==> src/rtl/ledreg_pkg.sv <==
package ledreg_pkg;
  localparam int BYTE_W = 8;
  localparam int PTR_W  = 3;
  localparam int AI_BIT = 4;

  typedef enum logic [2:0] {ST_IDLE, ST_RX, ST_ACK, ST_TX, ST_MACK} bus_st_e;
  typedef enum logic [1:0] {K_ADDR, K_CMD, K_DATA} byte_kind_e;

  localparam logic [PTR_W-1:0] P_PINS = '0;
endpackage

==> src/rtl/ledreg_busdet.sv <==
module ledreg_busdet (
  input  logic clk_i,
  input  logic rst_ni,
  input  logic scl_i,
  input  logic sda_i,
  output logic scl_rise_o,
  output logic scl_fall_o,
  output logic start_o,
  output logic stop_o
);
  logic scl_q, sda_q;

  always_ff @(posedge clk_i or negedge rst_ni) begin
    if (!rst_ni) begin
      scl_q <= 1'b1;
      sda_q <= 1'b1;
    end else begin
      scl_q <= scl_i;
      sda_q <= sda_i;
    end
  end

  assign scl_rise_o = scl_i & ~scl_q;
  assign scl_fall_o = ~scl_i & scl_q;
  // SDA moving while SCL stays high
  assign start_o    = scl_i & scl_q & sda_q & ~sda_i;
  assign stop_o     = scl_i & scl_q & ~sda_q & sda_i;
endmodule

==> src/rtl/ledreg_bank.sv <==
module ledreg_bank import ledreg_pkg::*; #(
  parameter int             NUM_CH   = 2,
  parameter int             NUM_PINS = 2,
  parameter logic [BYTE_W-1:0] DUTY_RST = 8'h80,
  localparam int            SEL_W    = 2 * NUM_PINS,
  localparam int            LAST_PTR = 2 * NUM_CH + 1
) (
  input  logic                     clk_i,
  input  logic                     rst_ni,
  input  logic                     wr_en_i,
  input  logic [PTR_W-1:0]         ptr_i,
  input  logic [BYTE_W-1:0]        wr_data_i,
  input  logic [NUM_PINS-1:0]      pin_lvl_i,
  output logic [BYTE_W-1:0]        rd_data_o,
  output logic [NUM_CH*BYTE_W-1:0] presc_o,
  output logic [NUM_CH*BYTE_W-1:0] duty_o,
  output logic [SEL_W-1:0]         sel_o
);
  localparam logic [PTR_W-1:0] SEL_PTR = PTR_W'(LAST_PTR);

  for (genvar ch = 0; ch < NUM_CH; ch++) begin : g_ch
    localparam logic [PTR_W-1:0] PSC_PTR = PTR_W'(2 * ch + 1);
    localparam logic [PTR_W-1:0] DTY_PTR = PTR_W'(2 * ch + 2);
    logic [BYTE_W-1:0] psc_q, dty_q;

    always_ff @(posedge clk_i or negedge rst_ni) begin
      if (!rst_ni) begin
        psc_q <= '0;
        dty_q <= DUTY_RST;
      end else if (wr_en_i) begin
        if (ptr_i == PSC_PTR) psc_q <= wr_data_i;
        if (ptr_i == DTY_PTR) dty_q <= wr_data_i;
      end
    end

    assign presc_o[ch*BYTE_W +: BYTE_W] = psc_q;
    assign duty_o[ch*BYTE_W +: BYTE_W]  = dty_q;
  end

  logic [SEL_W-1:0] sel_q;
  always_ff @(posedge clk_i or negedge rst_ni) begin
    if (!rst_ni)                           sel_q <= '0;
    else if (wr_en_i && ptr_i == SEL_PTR)  sel_q <= wr_data_i[SEL_W-1:0];
  end
  assign sel_o = sel_q;

  always_comb begin
    rd_data_o = '0;
    if (ptr_i == P_PINS) rd_data_o[NUM_PINS-1:0] = pin_lvl_i;
    else if (ptr_i == SEL_PTR) rd_data_o = {{(BYTE_W-SEL_W){1'b1}}, sel_q};
    for (int ch = 0; ch < NUM_CH; ch++) begin
      if (ptr_i == PTR_W'(2 * ch + 1)) rd_data_o = presc_o[ch*BYTE_W +: BYTE_W];
      if (ptr_i == PTR_W'(2 * ch + 2)) rd_data_o = duty_o[ch*BYTE_W +: BYTE_W];
    end
  end

  // no write strobe, or a write to pin levels or unused codes, leaves the bank untouched
  assert_bank_hold_R5: assert property (@(posedge clk_i) disable iff (!rst_ni)
    (!wr_en_i || ptr_i == P_PINS || ptr_i > SEL_PTR)
      |=> ($stable(presc_o) && $stable(duty_o) && $stable(sel_o)));
endmodule

==> src/rtl/ledreg_i2c_slave.sv <==
module ledreg_i2c_slave import ledreg_pkg::*; #(
  parameter logic [5:0]        DEV_ID   = 6'b110000,
  parameter int                NUM_CH   = 2,
  parameter int                NUM_PINS = 2,
  parameter logic [BYTE_W-1:0] DUTY_RST = 8'h80
) (
  input  logic                     clk_i,
  input  logic                     rst_ni,
  input  logic                     scl_i,
  input  logic                     sda_i,
  output logic                     sda_pull_o,
  input  logic                     strap_i,
  input  logic [NUM_PINS-1:0]      pin_lvl_i,
  output logic [NUM_CH*BYTE_W-1:0] presc_o,
  output logic [NUM_CH*BYTE_W-1:0] duty_o,
  output logic [2*NUM_PINS-1:0]    sel_o
);
  localparam int               LAST_PTR = 2 * NUM_CH + 1;
  localparam logic [PTR_W-1:0] WRAP_PTR = PTR_W'(LAST_PTR);

  logic scl_rise, scl_fall, start_det, stop_det;

  ledreg_busdet i_busdet (
    .clk_i     (clk_i),
    .rst_ni    (rst_ni),
    .scl_i     (scl_i),
    .sda_i     (sda_i),
    .scl_rise_o(scl_rise),
    .scl_fall_o(scl_fall),
    .start_o   (start_det),
    .stop_o    (stop_det)
  );

  bus_st_e           state_q;
  byte_kind_e        kind_q;
  logic [2:0]        bit_q;
  logic              full_q, rw_q, mack_q;
  logic [BYTE_W-1:0] shreg_q, tx_q, rd_data;
  logic [PTR_W-1:0]  ptr_q, ptr_nxt;
  logic              ai_q;

  logic rx_done, wr_en, cmd_ld, tx_ld, ptr_adv, addr_hit;

  assign addr_hit = (shreg_q[7:1] == {DEV_ID, strap_i});
  assign rx_done  = (state_q == ST_RX) && scl_fall && full_q;
  assign wr_en    = rx_done && (kind_q == K_DATA);
  assign cmd_ld   = rx_done && (kind_q == K_CMD);
  assign tx_ld    = scl_fall &&
                    (((state_q == ST_ACK) && (kind_q == K_ADDR) && rw_q) ||
                     ((state_q == ST_MACK) && mack_q));
  assign ptr_adv  = ai_q && (wr_en || tx_ld);
  assign ptr_nxt  = (ptr_q == WRAP_PTR) ? '0 : ptr_q + 1'b1;

  ledreg_bank #(
    .NUM_CH  (NUM_CH),
    .NUM_PINS(NUM_PINS),
    .DUTY_RST(DUTY_RST)
  ) i_bank (
    .clk_i    (clk_i),
    .rst_ni   (rst_ni),
    .wr_en_i  (wr_en),
    .ptr_i    (ptr_q),
    .wr_data_i(shreg_q),
    .pin_lvl_i(pin_lvl_i),
    .rd_data_o(rd_data),
    .presc_o  (presc_o),
    .duty_o   (duty_o),
    .sel_o    (sel_o)
  );

  // command register: pointer plus auto-increment flag
  always_ff @(posedge clk_i or negedge rst_ni) begin
    if (!rst_ni) begin
      ptr_q <= '0;
      ai_q  <= 1'b0;
    end else if (cmd_ld) begin
      ptr_q <= shreg_q[PTR_W-1:0];
      ai_q  <= shreg_q[AI_BIT];
    end else if (ptr_adv) begin
      ptr_q <= ptr_nxt;
    end
  end

  always_ff @(posedge clk_i or negedge rst_ni) begin
    if (!rst_ni) begin
      state_q <= ST_IDLE;
      kind_q  <= K_ADDR;
      bit_q   <= '0;
      full_q  <= 1'b0;
      rw_q    <= 1'b0;
      mack_q  <= 1'b0;
      shreg_q <= '0;
      tx_q    <= '0;
    end else if (start_det) begin
      state_q <= ST_RX;
      kind_q  <= K_ADDR;
      bit_q   <= '0;
      full_q  <= 1'b0;
    end else if (stop_det) begin
      state_q <= ST_IDLE;
      full_q  <= 1'b0;
    end else begin
      unique case (state_q)
        ST_RX: begin
          if (scl_rise) begin
            shreg_q <= {shreg_q[BYTE_W-2:0], sda_i};
            bit_q   <= bit_q + 3'd1;
            if (bit_q == 3'd7) full_q <= 1'b1;
          end else if (rx_done) begin
            full_q <= 1'b0;
            if (kind_q != K_ADDR) state_q <= ST_ACK;
            else if (addr_hit) begin
              rw_q    <= shreg_q[0];
              state_q <= ST_ACK;
            end else state_q <= ST_IDLE;
          end
        end
        ST_ACK: begin
          if (scl_fall) begin
            if (kind_q == K_ADDR && rw_q) begin
              tx_q    <= rd_data;
              bit_q   <= '0;
              state_q <= ST_TX;
            end else begin
              kind_q  <= (kind_q == K_ADDR) ? K_CMD : K_DATA;
              state_q <= ST_RX;
            end
          end
        end
        ST_TX: begin
          if (scl_fall) begin
            tx_q  <= {tx_q[BYTE_W-2:0], 1'b1};
            bit_q <= bit_q + 3'd1;
            if (bit_q == 3'd7) state_q <= ST_MACK;
          end
        end
        ST_MACK: begin
          if (scl_rise) mack_q <= ~sda_i;
          else if (scl_fall) begin
            if (mack_q) begin
              tx_q    <= rd_data;
              state_q <= ST_TX;
            end else state_q <= ST_IDLE;
          end
        end
        default: ;
      endcase
    end
  end

  assign sda_pull_o = (state_q == ST_ACK) || ((state_q == ST_TX) && !tx_q[BYTE_W-1]);

  assert_stop_idle_R11: assert property (@(posedge clk_i) disable iff (!rst_ni)
    stop_det |=> (state_q == ST_IDLE));

  assert_start_addr_R1: assert property (@(posedge clk_i) disable iff (!rst_ni)
    start_det |=> (state_q == ST_RX && kind_q == K_ADDR && bit_q == 3'd0 && !full_q));

  assert_ack_hold_R10: assert property (@(posedge clk_i) disable iff (!rst_ni)
    (state_q == ST_ACK && !scl_fall && !start_det && !stop_det) |=> sda_pull_o);

  assert_ptr_wrap_R4: assert property (@(posedge clk_i) disable iff (!rst_ni)
    (ptr_adv && ptr_q == WRAP_PTR) |=> (ptr_q == '0));

  assert_ptr_fixed_R9: assert property (@(posedge clk_i) disable iff (!rst_ni)
    (!ai_q && !cmd_ld) |=> $stable(ptr_q));
endmodule

==> config.mk <==
export PLATFORM = sky130hd
export DESIGN_NAME = ledreg_i2c_slave
export DESIGN_NICKNAME = d
export VERILOG_FILES = /design/src/rtl/ledreg_pkg.sv /design/src/rtl/ledreg_busdet.sv /design/src/rtl/ledreg_bank.sv /design/src/rtl/ledreg_i2c_slave.sv
export SDC_FILE = /design/constraint.sdc
export NUM_CORES = 1
export LEC_CHECK = 0
export BUFFER_PORTS_ARGS = -buffer_cell sky130_fd_sc_hd__buf_2
export CORE_UTILIZATION = 50
export CTS_BUF_LIST = sky130_fd_sc_hd__clkbuf_8
export CTS_CLUSTER_SIZE = 25
export DETAILED_ROUTE_END_ITERATION = 10
export PLACE_DENSITY = 0.78
export SYNTH_ARGS = -nofsm -noshare
export SYNTH_HDL_FRONTEND = slang
export SYNTH_SLANG_ARGS = --single-unit
==> constraint.sdc <==
create_clock -name clk_i -period 3.8 [get_ports clk_i]
set_clock_uncertainty 0.15 [all_clocks]
set_input_delay 0.19 -clock clk_i [delete_from_list [all_inputs] [get_ports clk_i]]
set_output_delay 0.19 -clock clk_i [all_outputs]
set_load 0.01 [all_outputs]
## Word-level counts from Yosys, hierarchy flattened

Cells that the tools add are included.

- Register bits: 69
- Output and inout port bits: 37
- Word-level logic and storage cells: 156
- Bits of input ports: 7

- Reductions and logical operators: 39
- Muxes and demuxes: 50
- Add/sub/neg operators: 2
- Equality and inequality tests: 33
- Bitwise logic cells: 15

Operator list:

| cell | number |
|---|---|
| $mux W8 | 11 |
| $mux W3 | 18 |
| $pmux W8 S3 | 1 |
| $mux W2 | 11 |
| $ne A4 B2 Y1 const B | 5 |
| $eq A3 B2 Y1 const B | 4 |
| $eq A3 B3 Y1 const B | 4 |
| $logic_and A1 B1 Y1 | 12 |
| $ne A4 B4 Y1 const B | 3 |
| $pmux W3 S4 | 1 |
| $reduce_and A4 Y1 | 3 |
| $ne A2 B2 Y1 const B | 5 |
| $pmux W3 S3 | 1 |
| $reduce_and A9 Y1 | 1 |
| $not A1 Y1 | 8 |
| $reduce_and A2 Y1 | 4 |
| $reduce_and A8 Y1 | 1 |
| $reduce_bool A2 Y1 | 4 |
| $reduce_bool A4 Y1 | 2 |
| $and A1 B1 Y1 | 7 |
| $eq A7 B7 Y1 | 1 |
| $reduce_and A7 Y1 | 1 |
| $add A3 B1 Y3 const B | 2 |
| $eq A3 B1 Y1 const B | 2 |
| other kinds (15) | 27 |

## Longest topological paths before layout

- Word-level depth: 11
- Mapped depth: 10

## Cells and area by module

From an unflattened synthesis, not the netlist that was laid out.

- Cell total of the unflattened synthesis: 290
- Area, all modules: 3449.6 um^2

Modules (own cells, without submodules):

| module | area an instance (um^2) | instances | cells each |
|---|---|---|---|
| ledreg_bank | 1714.1 | 1 | 122 |
| ledreg_i2c_slave | 1650.3 | 1 | 162 |
| ledreg_busdet | 85.1 | 1 | 6 |

## Worst setup path before layout

Ideal clock, no wire load.

- Kind: reg-to-reg
- From: register i_busdet.scl_q
- To: register i_bank.g_ch[1].psc_q[0]
- Required time: 3525 ps
- Data arrival time: 2119 ps
- Setup slack: 1406 ps
- Buffers on the path: 2
- Clock period less this slack: 2394 ps
- Stages on the path, launching flop included: 8
- Library setup time: 125 ps
- Cells stage by stage: dfstp_2 nor2b_1 nand3_2 or3b_1 buf_2 or2_1 buf_6 mux2_4

- Word-level cells in the longest chain between the ends: 5

Ends and longest elaborated chain:

| item | line | source |
|---|---|---|
| start, declared | ledreg_busdet.sv:11 | `logic scl_q, sda_q;` |
| start signal, assigned | ledreg_busdet.sv:18 | `scl_q <= scl_i;` |
| $and A1 B1 Y1 | ledreg_busdet.sv:24 | `assign scl_fall_o = ~scl_i & scl_q;` |
| $logic_and A1 B1 Y1 (2 in a row) | ledreg_i2c_slave.sv:45 | `assign rx_done = (state_q == ST_RX) && scl_fall && full_q;` |
| $logic_and A1 B1 Y1 | ledreg_i2c_slave.sv:46 | `assign wr_en = rx_done && (kind_q == K_DATA);` |
| $reduce_and A2 Y1 (no line) | - |  |
| end signal, assigned | ledreg_bank.sv:31 | `if (ptr_i == PSC_PTR) psc_q <= wr_data_i;` |
| end, declared | ledreg_bank.sv:24 | `logic [BYTE_W-1:0] psc_q, dty_q;` |

No other way between the ends.
A chain may end at the register's enable or synchronous reset.

## Worst setup path after layout

- From: register i_busdet.scl_q
- To: register i_bank.g_ch[1].psc_q[4]

The elaborated chain is that of the path after synthesis.

==> results by stage <==
Clock network:
- The CTS tree is done.
- The cell sitting at the root of the clock tree is a sky130_fd_sc_hd__clkbuf_8.
- The clock latency on the worst-skew pair is 0.36 ns.
- The number of buffers created by CTS is 9.
- The count of buffers added by post-CTS timing repair for setup is 0.
- In this run the number of H-tree levels came out at 3.
- The number of buffers between clock root and the deepest sink is 2.
- The number of sinks driven by the clock tree is 69.
- The clock transition at the register clock pins on the worst setup and hold paths after CTS is 0.08 ns.

Setup path:
- The critical path contains buffers and inverters numbering 0 combined.
- The endpoint kind of the worst setup timing path is a flip-flop.
- The highest net fanout along the worst path is 11.
- The cell type group with the largest total delay on the critical path is simple AND/OR/NAND/NOR gates.
- Setup slack on the worst reg-to-reg path comes out at 0.95 ns.
- On the worst path, the slowest cell contributes a delay of 0.62 ns.
- The worst register-to-register path ends at i_bank.g_ch[1].psc_q[4]$_DFFE_PN0P_.
- The arrival time of the worst setup path is 2.95 ns.
- The kind of start point of the critical path is a flip-flop.
- For the worst setup path, the data required time is 3.90 ns.
- Counting cells, the worst reg-to-reg path comes to 5.
- The highest-delay cell along the critical path is sky130_fd_sc_hd__dfstp_2.
- The launching point of the worst reg2reg path is i_busdet.scl_q$_DFF_PN1_.
- The signal on the critical path passes through nor2b_1, nand3_2, or3b_1, or2_1, mux2_4.
- The setup path with the least slack is of type flip-flop to flip-flop.

STA:
- The summed negative setup slack over all endpoints is 0 ns.
- Setup repair after global routing left no endpoint under its margin.
- The count of final max-slew check failures was 0.
- Subtracting the final worst setup slack from the clock period gives 2.848 ns.
- Across all hold checks on the routed design, the worst slack comes to 0.2793 ns.
- The relative max-transition margin is 33.57%.
- Setup violations remaining at the end of the flow were counted as 0.
- Of the available clock period, the critical path in the final layout requires 74.96%.
- For the pin with the worst max-slew slack, the measured transition is 0.9944 ns.
- The number of hold-slack violations in the final timing report is 0.
- The maximum clock rate is 0.3511 GHz.

Cells and area:
- The fraction of final layout cells sized beyond drive strength 1 is 33.87%.
- The area growth from synthesis to layout is 14.59%.
- The final layout contains 377 nets.
- At the end of the flow the core is filled with cells to 59.59%.
- The number of diodes added for antenna fixing is 0.

Run:
- The max-capacitance violation count is 0.

Routing:
- The per-cell routed wire length is 17.21 um.
- The count of unresolved DRC violations after routing is 0.
- After the first detailed-routing iteration, the DRC count stood at 175.
- The vias per cell is 5.767.
- The wire length after detailed routing is 8056 um.
- The total vias in the final route is 2,699.
- For this run, the detailed router's first-pass iteration total came to 5.
- The count of nets left with antenna violations after detail routing is 0.

Synth:
- For this run, the register share of the synthesized area comes to 49.01%.
- After synthesis the netlist holds a flip-flop and latch count of 69.
- The cell taking the most area after synthesis is sky130_fd_sc_hd__dfrtp_1.
- The average instance in the mapped netlist occupies 10.91 um^2.
- Counting every instance in the synthesized netlist gives 324.
- In this run the cell area of the synthesized design comes to 3533 um^2.
- The total number of yosys warnings is 0.
- Ranked by total cell area, the synthesized netlist is headed by sky130_fd_sc_hd__dfrtp_1 (46%), sky130_fd_sc_hd__mux2_2 (13%), sky130_fd_sc_hd__o21ai_0 (4.2%).
- The share of the synthesized area in the top cell type is 46.03%.
- The post-synthesis cell type count is 55.
- The top flip-flop cell by instance count after synthesis is sky130_fd_sc_hd__dfrtp_1.
- After synthesis, the share of flip-flops with an asynchronous set or reset is 100.0%.
- The number of enable flip-flop cells after synthesis is 0.
- The net count after synthesis is 334.

Worst hold path:
- The worst hold path terminates at tx_q[1]$_DFFE_PN0P_.
- The worst hold path was traced through 5 stages.
- The type of the worst min-delay path is primary input to flip-flop.
- The hold path startpoint is pin_lvl_i[1].

Floorplan:
- The total number of placement rows is 30.
- The floorplan step defined a die boundary enclosing 7407 um^2.
- For this configuration, the core starts out at a cell density of 52.01%.
- The total I/O pin count is 44.
- The die width is 86.07 um.
- The y dimension of the die is 86.07 um.
- The placeable core region is 6794 um^2.

Global route:
- The global-route total usage across every layer is 22.99%.
- The total congestion overflow is 0.
- Entering global routing, the biggest net connects 39 pins.
- The global-route wire length before repair is 12,840 um.
- The initial antenna violation count came to 0.
- The number of global-route vias before repair is 2,507.

Status:
- The run finished with clean final reports.

Power and ir drop:
- The total power density per cell area is 397.0 nW/um^2.
- The worst-case IR drop observed on VDD is 0.2955 mV.
- The leakage dissipation is 1.956 nW.

Placed design:
- Once detailed placement completed, the half-perimeter wirelength came to 5589 um.
- Routability-driven placement finished with a final weighted congestion of 0.9180.
- The count of input and output buffers is 43.
-- report_power, final --
| group | switching [mW] | leakage, nW | internal, mW |
|---|---|---|---|
| combinational | 0.0690 | 0.922 | 0.0695 |
| sequential | 0.0851 | 0.934 | 0.779 |
| clock | 0.299 | 0.100 | 0.306 |
| total | 0.453 | 1.96 | 1.15 |
-- sequential cells by signal, indices dropped and copies added (netlist names), 3 cells and up --
name,cells
bit_q,3
i_bank.g_ch.dty_q,16
ptr_q,3
state_q,3
i_bank.sel_o,4
i_bank.g_ch.psc_q,16
shreg_q,8
tx_q,8
-- layer usage --
metal  track usage [%]  wire length (um)  up-vias
met4             9.242               120        0
met5                 0                 0        -
met2             34.49              3753       97
li1                  -                 -     1260
met3             4.909               486       13
met1             32.58              3695     1329
-- placed cells by master, fill, tap and decap left out, types with 5 or more instances in the layout --
cell	synthesis	final
sky130_fd_sc_hd__mux2i_1	5	5
sky130_fd_sc_hd__mux2_4	8	8
sky130_fd_sc_hd__nor2_1	15	15
sky130_fd_sc_hd__a21oi_1	18	18
sky130_fd_sc_hd__nor2b_1	7	7
sky130_fd_sc_hd__buf_2	2	43
sky130_fd_sc_hd__o21ai_0	30	30
sky130_fd_sc_hd__clkbuf_8	0	9
sky130_fd_sc_hd__nand2_1	24	24
sky130_fd_sc_hd__dfrtp_1	65	65
sky130_fd_sc_hd__nand3_1	5	5
sky130_fd_sc_hd__nor3b_1	5	5
sky130_fd_sc_hd__mux2_2	40	40
sky130_fd_sc_hd__inv_1	11	11
sky130_fd_sc_hd__o31ai_1	6	6
-- repair_timing --
item / in CTS / in global routing
hold buffers: 3 / 0
resized for setup: 0 / 0
endpoints found under the hold margin: 36 / 0
-- kinds of logic (layout without fill, tap and decap cells) --
kind of cell	count (synthesis)	after routing	share of synthesized area, %
flip-flops	69	69	49.01
XOR/XNOR	3	3	0.7438
AO/OA/AOI/OAI	81	81	14.09
AND/OR/NAND/NOR	86	86	14.17
multiplexers	53	53	17.56
buffers and inverters	29	77	3.364
adder cells (fa/ha/maj)	3	3	1.062
-- per-stage QoR --
stage	worst slack (ns)	std cells	instance area, um^2	total power, mW
global route	0.8446	468	4049	1.674
floorplan	1.406	324	3533	0.9430
detailed placement	0.9775	449	3821	1.014
global placement	1.050	449	3821	1.003
CTS	0.9617	468	4049	1.616
finish	0.9516	468	4049	1.608
-- synth_stat cells, types with 2 or more instances --
cell type / instances
sky130_fd_sc_hd__mux2i_1: 5
sky130_fd_sc_hd__dfrtp_1: 65
sky130_fd_sc_hd__buf_2: 2
sky130_fd_sc_hd__a211oi_1: 2
sky130_fd_sc_hd__a31oi_1: 3
sky130_fd_sc_hd__nand3_1: 5
sky130_fd_sc_hd__o21a_1: 3
sky130_fd_sc_hd__buf_1: 2
sky130_fd_sc_hd__o211ai_1: 2
sky130_fd_sc_hd__mux2_4: 8
sky130_fd_sc_hd__and3_1: 3
sky130_fd_sc_hd__mux2_2: 40
sky130_fd_sc_hd__and2_1: 3
sky130_fd_sc_hd__or3b_2: 2
sky130_fd_sc_hd__nand2b_1: 2
sky130_fd_sc_hd__nor3_4: 2
sky130_fd_sc_hd__a221oi_1: 3
sky130_fd_sc_hd__nor3b_1: 5
sky130_fd_sc_hd__xnor2_1: 2
sky130_fd_sc_hd__o31ai_1: 6
sky130_fd_sc_hd__clkbuf_1: 13
sky130_fd_sc_hd__inv_1: 11
sky130_fd_sc_hd__o22ai_1: 4
sky130_fd_sc_hd__ha_1: 3
sky130_fd_sc_hd__a21oi_1: 18
sky130_fd_sc_hd__a2bb2oi_1: 2
sky130_fd_sc_hd__nor2_1: 15
sky130_fd_sc_hd__dfstp_2: 4
sky130_fd_sc_hd__a22oi_1: 2
sky130_fd_sc_hd__nand2_1: 24
sky130_fd_sc_hd__o21ai_0: 30
sky130_fd_sc_hd__nor3_1: 4
sky130_fd_sc_hd__nor2b_1: 7
-- area by class of cell --
type	count	area (um^2)
clock buffers	9	123.9
well taps	96	120.1
clock inverters	7	73.82
multi-input cells	226	1683
inverters	11	41.29
fillers	549	2745
repair buffers	50	275.3
flip-flops and latches	69	1732
-- worst reg2reg max path, delay by kind of cell (launching register included) --
kind          cells  cell delay [ns]
simple gates      4             1.58
flops             1             0.62
mux               1             0.38
-- worst max path at each step --
stage / from / to / slack [ns] / cells after the start
global route: i_busdet.scl_q$_DFF_PN1_ / i_bank.g_ch[1].psc_q[2]$_DFFE_PN0P_ / 0.84 / 5
global placement: i_busdet.scl_q$_DFF_PN1_ / i_bank.g_ch[1].psc_q[4]$_DFFE_PN0P_ / 1.05 / 5
CTS: i_busdet.scl_q$_DFF_PN1_ / i_bank.g_ch[1].psc_q[2]$_DFFE_PN0P_ / 0.96 / 5
finish: i_busdet.scl_q$_DFF_PN1_ / i_bank.g_ch[1].psc_q[4]$_DFFE_PN0P_ / 0.95 / 5
floorplan: i_busdet.scl_q$_DFF_PN1_ / i_bank.g_ch[1].psc_q[0]$_DFFE_PN0P_ / 1.41 / 7
detailed placement: i_busdet.scl_q$_DFF_PN1_ / i_bank.g_ch[1].psc_q[2]$_DFFE_PN0P_ / 0.98 / 5
Power figures use the tool's default switching activity.
